**config.mk**
```make
export PLATFORM = sky130hd
export DESIGN_NAME = link_write_master
export DESIGN_NICKNAME = d
export VERILOG_FILES = /design/src/rtl/linkseq_pkg.sv /design/src/rtl/linkseq_frame_builder.sv /design/src/rtl/linkseq_reply_check.sv /design/src/rtl/linkseq_reply_timer.sv /design/src/rtl/link_write_master.sv
export SDC_FILE = /design/constraint.sdc
export NUM_CORES = 1
export LEC_CHECK = 0
export BUFFER_PORTS_ARGS = -buffer_cell sky130_fd_sc_hd__buf_4
export CAP_MARGIN = 30
export CORE_MARGIN = 3
export CORE_UTILIZATION = 56
export CTS_CLUSTER_DIAMETER = 100
export DETAILED_ROUTE_END_ITERATION = 8
export GPL_ROUTABILITY_DRIVEN = 1
export PLACE_DENSITY = 0.79
export SETUP_SLACK_MARGIN = 0.4
export SLEW_MARGIN = 20
export SYNTH_ARGS = -nofsm -noshare
export SYNTH_HDL_FRONTEND = slang
export SYNTH_SLANG_ARGS = --single-unit
export TNS_END_PERCENT = 50
```
**constraint.sdc**
```tcl
create_clock -name clk -period 4.6 [get_ports clk]
set_clock_uncertainty 0.15 [all_clocks]
set_input_delay 0 -clock clk [delete_from_list [all_inputs] [get_ports clk]]
set_output_delay 0 -clock clk [all_outputs]
set_load 0.03 [all_outputs]
```
**src/rtl/linkseq_pkg.sv**
```systemverilog
package linkseq_pkg;

  typedef enum logic [1:0] {PH_INT, PH_HDR, PH_DAT} phase_t;
  typedef enum logic [1:0] {ST_IDLE, ST_SEND, ST_WAIT, ST_CLOSE} state_t;
  typedef enum logic [1:0] {RES_OK = 2'd0, RES_FAIL = 2'd1, RES_TIMEOUT = 2'd2} result_t;

  localparam logic [2:0] TY_CTRL  = 3'd0;
  localparam logic [2:0] TY_PARAM = 3'd1;
  localparam logic [2:0] TY_DATA  = 3'd3;

  localparam logic [3:0] C_SOH = 4'd1;
  localparam logic [3:0] C_STX = 4'd2;
  localparam logic [3:0] C_ETX = 4'd3;
  localparam logic [3:0] C_EOT = 4'd4;
  localparam logic [3:0] C_ACK = 4'd6;
  localparam logic [3:0] C_INT = 4'd7;

  // Top bit makes the total number of ones odd.
  function automatic logic [7:0] pack_byte(input logic [2:0] ty, input logic [3:0] pl);
    return {~(^{ty, pl}), ty, pl};
  endfunction

endpackage

```
**src/rtl/linkseq_frame_builder.sv**
```systemverilog
module linkseq_frame_builder import linkseq_pkg::*; #(
  parameter int DATA_MAX = 16,
  parameter int IDX_W    = 5
) (
  input  phase_t                phase,
  input  logic                  closing,
  input  logic [IDX_W-1:0]      idx,
  input  logic [IDX_W-1:0]      dlen,
  input  logic [3:0]            op,
  input  logic [7:0]            grp,
  input  logic [3:0]            entry,
  input  logic [7:0]            cnt8,
  input  logic [DATA_MAX*4-1:0] nibs,
  input  logic [3:0]            csum,
  output logic [7:0]            frame_byte
);

  localparam int SEL_W = (DATA_MAX > 1) ? $clog2(DATA_MAX) : 1;

  logic [3:0]       nib_arr [DATA_MAX];
  logic [SEL_W-1:0] sel;

  for (genvar g = 0; g < DATA_MAX; g++) begin : g_nib
    assign nib_arr[g] = nibs[g*4 +: 4];
  end

  assign sel = SEL_W'(idx - 1'b1);

  always_comb begin
    frame_byte = pack_byte(TY_CTRL, C_EOT);
    if (!closing) begin
      unique case (phase)
        PH_INT: frame_byte = pack_byte(TY_CTRL, C_INT);
        PH_HDR: begin
          case (idx)
            IDX_W'(0): frame_byte = pack_byte(TY_CTRL,  C_SOH);
            IDX_W'(1): frame_byte = pack_byte(TY_PARAM, op);
            IDX_W'(2): frame_byte = pack_byte(TY_PARAM, grp[7:4]);
            IDX_W'(3): frame_byte = pack_byte(TY_PARAM, grp[3:0]);
            IDX_W'(4): frame_byte = pack_byte(TY_PARAM, entry);
            IDX_W'(5): frame_byte = pack_byte(TY_PARAM, cnt8[7:4]);
            IDX_W'(6): frame_byte = pack_byte(TY_PARAM, cnt8[3:0]);
            default:   frame_byte = pack_byte(TY_DATA,  csum);
          endcase
        end
        default: begin
          if (idx == '0)
            frame_byte = pack_byte(TY_CTRL, C_STX);
          else if (idx <= dlen)
            frame_byte = pack_byte(TY_DATA, nib_arr[sel]);
          else if (idx == dlen + IDX_W'(1))
            frame_byte = pack_byte(TY_CTRL, C_ETX);
          else
            frame_byte = pack_byte(TY_DATA, csum);
        end
      endcase
    end
  end

endmodule

```
**src/rtl/linkseq_reply_check.sv**
```systemverilog
module linkseq_reply_check import linkseq_pkg::*; (
  input  logic [7:0] reply,
  output logic       is_ack
);

  logic       par_ok;
  logic [2:0] ty;
  logic [3:0] code;

  assign par_ok = ^reply;
  assign ty     = reply[6:4];
  assign code   = reply[3:0];
  assign is_ack = par_ok && (ty == TY_CTRL) && (code == C_ACK);

endmodule

```
**src/rtl/linkseq_reply_timer.sv**
```systemverilog
module linkseq_reply_timer #(
  parameter int TIMEOUT = 1024
) (
  input  logic clk,
  input  logic rst,
  input  logic run,
  output logic expired
);

  localparam int TW = $clog2(TIMEOUT + 1);

  logic [TW-1:0] cnt;

  always_ff @(posedge clk) begin
    if (rst || !run)
      cnt <= '0;
    else if (!expired)
      cnt <= cnt + 1'b1;
  end

  assign expired = run && (cnt == TW'(TIMEOUT - 1));

endmodule

```
**src/rtl/link_write_master.sv**
```systemverilog
module link_write_master import linkseq_pkg::*; #(
  parameter int DATA_MAX  = 16,
  parameter int TIMEOUT   = 1024,
  parameter int MAX_RETRY = 3
) (
  input  logic                  clk,
  input  logic                  rst,
  input  logic                  start,
  input  logic [3:0]            op_code,
  input  logic [7:0]            group_id,
  input  logic [3:0]            entry_id,
  input  logic [7:0]            data_count,
  input  logic [DATA_MAX*4-1:0] data_nibs,
  output logic                  tx_valid,
  input  logic                  tx_ready,
  output logic [7:0]            tx_byte,
  input  logic                  rx_valid,
  input  logic [7:0]            rx_byte,
  output logic                  rx_ready,
  output logic                  busy,
  output logic                  done,
  output logic [1:0]            status
);

  localparam int IDX_RAW = $clog2(DATA_MAX + 3);
  localparam int IDX_W   = (IDX_RAW < 3) ? 3 : IDX_RAW;
  localparam int RW      = $clog2(MAX_RETRY + 2);

  state_t                state;
  phase_t                phase;
  result_t               res_q;
  logic [IDX_W-1:0]      idx, last_idx, dlen;
  logic [3:0]            csum;
  logic [RW-1:0]         tries;
  logic                  done_q;
  logic [3:0]            op_q, entry_q;
  logic [7:0]            grp_q, cnt8_q;
  logic [DATA_MAX*4-1:0] nibs_q;
  logic [7:0]            cnt_clamped;
  logic                  fire, reply_ack, expired;

  assign cnt_clamped = (data_count > 8'(DATA_MAX)) ? 8'(DATA_MAX) : data_count;
  assign dlen        = IDX_W'(cnt8_q);
  assign tx_valid    = (state == ST_SEND) || (state == ST_CLOSE);
  assign rx_ready    = (state == ST_WAIT);
  assign busy        = (state != ST_IDLE);
  assign done        = done_q;
  assign status      = res_q;
  assign fire        = tx_valid && tx_ready;

  always_comb begin
    unique case (phase)
      PH_INT:  last_idx = '0;
      PH_HDR:  last_idx = IDX_W'(7);
      default: last_idx = dlen + IDX_W'(2);
    endcase
  end

  linkseq_frame_builder #(.DATA_MAX(DATA_MAX), .IDX_W(IDX_W)) u_build (
    .phase(phase), .closing(state == ST_CLOSE), .idx(idx), .dlen(dlen),
    .op(op_q), .grp(grp_q), .entry(entry_q), .cnt8(cnt8_q), .nibs(nibs_q),
    .csum(csum), .frame_byte(tx_byte)
  );

  linkseq_reply_check u_reply (.reply(rx_byte), .is_ack(reply_ack));

  linkseq_reply_timer #(.TIMEOUT(TIMEOUT)) u_timer (
    .clk(clk), .rst(rst), .run(state == ST_WAIT), .expired(expired)
  );

  always_ff @(posedge clk) begin
    if (rst) begin
      state   <= ST_IDLE;
      phase   <= PH_INT;
      res_q   <= RES_OK;
      idx     <= '0;
      csum    <= '0;
      tries   <= '0;
      done_q  <= 1'b0;
      op_q    <= '0;
      entry_q <= '0;
      grp_q   <= '0;
      cnt8_q  <= '0;
      nibs_q  <= '0;
    end else begin
      done_q <= 1'b0;
      unique case (state)
        ST_IDLE: begin
          if (start) begin
            op_q    <= op_code;
            entry_q <= entry_id;
            grp_q   <= group_id;
            cnt8_q  <= cnt_clamped;
            nibs_q  <= data_nibs;
            phase   <= PH_INT;
            idx     <= '0;
            tries   <= '0;
            res_q   <= RES_OK;
            state   <= ST_SEND;
          end
        end
        ST_SEND: begin
          if (fire) begin
            csum <= (idx == '0) ? 4'd0 : csum + tx_byte[3:0];
            if (idx == last_idx) state <= ST_WAIT;
            else                 idx   <= idx + 1'b1;
          end
        end
        ST_WAIT: begin
          if (rx_valid) begin
            idx <= '0;
            if (reply_ack) begin
              tries <= '0;
              if (phase == PH_DAT) begin
                res_q <= RES_OK;
                state <= ST_CLOSE;
              end else begin
                phase <= (phase == PH_INT) ? PH_HDR : PH_DAT;
                state <= ST_SEND;
              end
            end else if (tries == RW'(MAX_RETRY)) begin
              res_q <= RES_FAIL;
              state <= ST_CLOSE;
            end else begin
              tries <= tries + 1'b1;
              state <= ST_SEND;
            end
          end else if (expired) begin
            res_q <= RES_TIMEOUT;
            state <= ST_CLOSE;
          end
        end
        default: begin
          if (fire) begin
            state  <= ST_IDLE;
            done_q <= 1'b1;
          end
        end
      endcase
    end
  end

endmodule

```
==> run summary <==
RUN STATUS
--------------------------------------------------------------------------------
Outcome                                                             finished, final reports clean

CRITICAL PATH
--------------------------------------------------------------------------------
CP max FO                                                                     11
Signal arrival time at the worst endpoint                                4.18 ns
Depth of the worst register-to-register path                                  14
Cell-by-cell listing of the critical path                           inv_1, ha_4, buf_4, mux4_2, mux4_2, mux2_2, nor2_1, a311oi_2, ha_1, a21o_1, a21oi_1, nor4_1, mux2i_1, o2111ai_2
Crit Path Class                                                     flop to flop
Top cell by count, worst path                                             mux4_2
Endpoint required time on the critical path                              4.86 ns
Critical-path top delay cell                                              mux4_2
Number of buffer and inverter stages on the critical path                      2
Delay of the slowest cell on the worst path                              0.52 ns
R2R Path Start                                                            idx[0]
Category of the worst setup path capture point                              flop
Worst setup SP type                                                         flop
Critical path's top delay family                                    multiplexers
R2R Path End                                                             csum[3]
Setup slack of the worst register-to-register path                       0.68 ns

DIE
--------------------------------------------------------------------------------
Total Die Area                                                        12500 um^2
Area of the placeable core                                            10600 um^2
Initial core utilization                                                   0.590
Die span in y                                                             112 um
Width of the chip                                                         112 um
Row cnt                                                                       37
Number of primary I/O pins                                                   115

TIMING
--------------------------------------------------------------------------------
Final total negative setup slack                                            0 ns
Remaining max-slew budget at the tightest pin                              0.477
Slew at the pin with the worst max-slew slack                           0.784 ns
Final count of negative-setup-slack endpoints                                  0
Unrepaired setup endpoints after global routing                            false
Fmax                                                                   0.255 GHz
Final-report hold violation count                                              0
Tmin final                                                               3.92 ns
Setup slack of the critical path after layout                           0.679 ns
Final worst path period share                                              0.852
Max Slew Vio Count                                                             0

LOGIC SYNTHESIS
--------------------------------------------------------------------------------
Dominant cells by area after synthesis                              dfxtp_1, nand2_1, a21oi_1, mux4_2, ha_1
Post-synthesis instance total                                                752
Most frequent cells after synthesis                                 nand2_1, dfxtp_1, a21oi_1, clkbuf_1, nor2_1
Share of flip-flops with an asynchronous set or reset                          0
Average instance area after synthesis                                  8.31 um^2
Number of nets in the synthesized netlist                                    876
Top flip-flop cell by instance count after synthesis                     dfxtp_1
Dominant cell type by area after synthesis                               dfxtp_1
Share of the yosys chip area belonging to registers                        0.378
Count leader, synth                                                      nand2_1
Synthesized area                                                       6250 um^2
Synth warnings                                                                 0
Flip-flop and latch count after synthesis                                    118
EDFF count, synth                                                              0
Number of different library cells in the post-synthesis netlist               62
Share of the synthesized area in the top cell type                         0.378

CLOCKING
--------------------------------------------------------------------------------
Sink Count                                                                   118
Level count of the clock H-tree                                                4
Total CTS buffers                                                             17
Clock tree from TritonCTS                                                    yes
Latest clock arrival within the worst-skew pair                          0.54 ns
Reg clk slew, reported paths                                             0.06 ns
Total setup buffers inserted after CTS                                         0
Clock root buffer master                                                clkbuf_8
Maximum number of buffers from clock root to sink                              2

PWR
--------------------------------------------------------------------------------
Pwr per Cell Area                                                    335 nW/um^2
Cell leakage power                                                       3.56 nW
Worst IR drop on VDD                                                  0.000260 V
Total power after layout                                                 2.94 mW

MIN PATH
--------------------------------------------------------------------------------
Worst Hold Path Cells                                                          4
Worst min-delay path endpoint                                         nibs_q[30]
Hold path startpoint                                                data_nibs[30]
Min-Delay Path Class                                                primary input to flop

DETAILED ROUTING
--------------------------------------------------------------------------------
Average wire per standard cell                                           18.4 um
Number of iterations in the first detailed-routing pass                        5
Antenna-violating nets left                                                    0
Via/cell ratio                                                              5.92
Count of vias placed by the detailed router                                 6465
Initial drt markers                                                          678
Final routed DRC violation total                                               0
WL final                                                                20100 um

GLOBAL ROUTING
--------------------------------------------------------------------------------
Global-route wire length before repair                                  32500 um
Global-route usage over all layers                                         0.324
Maximum number of pins on one net before global-route repair                 111
Congestion Overflow GR                                                         0
Number of antenna violations at the first check in global routing              0
Via count of the first global-routing pass                                  6593

FINAL LAYOUT
--------------------------------------------------------------------------------
Net count reported at finish                                                1067
Fraction of final layout cells with drive strength greater than 1          0.190
Final Util                                                                 0.826
Antenna Diode Count                                                            0
Non-Filler Cell Area, Final                                            8760 um^2
Fill cell total of the finished layout                                       599
Reg area                                                               2360 um^2
Footprint of the multi-input gates                                     3590 um^2
Growth of design area from synthesis to finish                             40.2%

PLACED DESIGN
--------------------------------------------------------------------------------
Pre-CTS setup slack                                                     0.489 ns
Placement Cell Area                                                    7080 um^2
HPWL after detailed placement                                           12000 um
RD Place Congestion                                                        0.903
PortBufs                                                                     113

FLOW RUN
--------------------------------------------------------------------------------
Count of maximum capacitance violations                                        0

state kept, by name, summed over array words and instances, names as in the netlist:
register / flops
u_timer.cnt: 11
csum: 4
tries: 3
status: 2
phase: 2
entry_q: 4
done: 1
idx: 5
grp_q: 8
state: 2
nibs_q: 64
op_q: 4
cnt8_q: 8
worst register-to-register path: cells and delay by family, from the launching register on:
| family | cells | cell delay, ns |
|---|---|---|
| buf+inv | 2 | 0.34 |
| compound gates | 4 | 0.65 |
| mux | 4 | 1.30 |
| fa+ha+maj | 2 | 0.75 |
| flops | 1 | 0.35 |
| simple gates | 2 | 0.23 |
where the power goes:
part           leakage (nW)  switching (mW)  internal [mW]
Sequential            0.963          0.0469           1.08
Clock                 0.276           0.516          0.791
Combinational          2.32           0.253          0.250
placed cells by master, fill, tap and decap left out, drive strengths merged, types with 4 or more instances in the layout:
cell	count
dfxtp	118
nor2b	5
ha	22
nor2	39
buf	121
nand2	192
o21ai	10
inv	25
mux2i	4
a22oi	12
a21oi	102
clkinv	4
dlygate4sd3	105
and2	5
nand3	16
nand4	4
a32oi	4
and3	5
nor3	7
xor2	20
a21boi	4
mux4	20
nand3b	4
xnor2	25
or3	9
clkbuf	19
how the worst max path moves through the flow:
| stage | cells after the start | from | end |
|---|---|---|---|
| 2_1_floorplan | 18 | idx[0] | csum[3] |
| 5_1_grt | 13 | idx[0] | csum[3] |
| 6_report | 14 | idx[0] | csum[3] |
| 3_5_place_dp | 14 | idx[0] | csum[3] |
| 3_3_place_gp | 13 | idx[0] | csum[3] |
| 4_1_cts | 14 | idx[0] | csum[3] |
stage by stage:
stage	hold slack (ns)	instances
final	0.118	1092
after global routing	0.121	1092
after CTS	0.106	1091
after detailed placement	0.0999	954
after global placement	0.0888	954
after floorplan	-0.0140	752
layout make-up:
class                   count  share of cell area
multi-input cells         559               0.410
repair buffers            226               0.226
clock inverters            13              0.0166
inverters                  21             0.00900
clock buffers              19              0.0493
flip-flops and latches    118               0.270
well taps                 136              0.0194
what timing repair did:
| item | in CTS | in global routing |
|---|---|---|
| hold endpoints to repair | 102 | 0 |
| gates resized for setup | 0 | 3 |
| setup endpoints to repair | 0 | 2 |
| hold buffers | 105 | 0 |
metal layers:
layer / vias up / GRT usage / part of all wire
li1: 2980 / - / -
met5: - / 0 / 0
met3: 88 / 0.0739 / 0.067
met4: 0 / 0.144 / 0.047
met2: 330 / 0.571 / 0.51
met1: 3067 / 0.373 / 0.38
kinds of logic (layout without fill, tap and decap cells):
logic type / count (synthesis) / count (layout) / synth area share
xor+xnor: 46 / 46 / 0.0667
compound gates: 161 / 161 / 0.158
buf+inv: 75 / 279 / 0.0543
simple gates: 301 / 301 / 0.209
other cells: 1 / 1 / 0.000600
mux: 27 / 27 / 0.0869
fa+ha+maj: 23 / 23 / 0.0472
flops: 118 / 118 / 0.378
No activity file was read; power rests on OpenSTA's default activity.
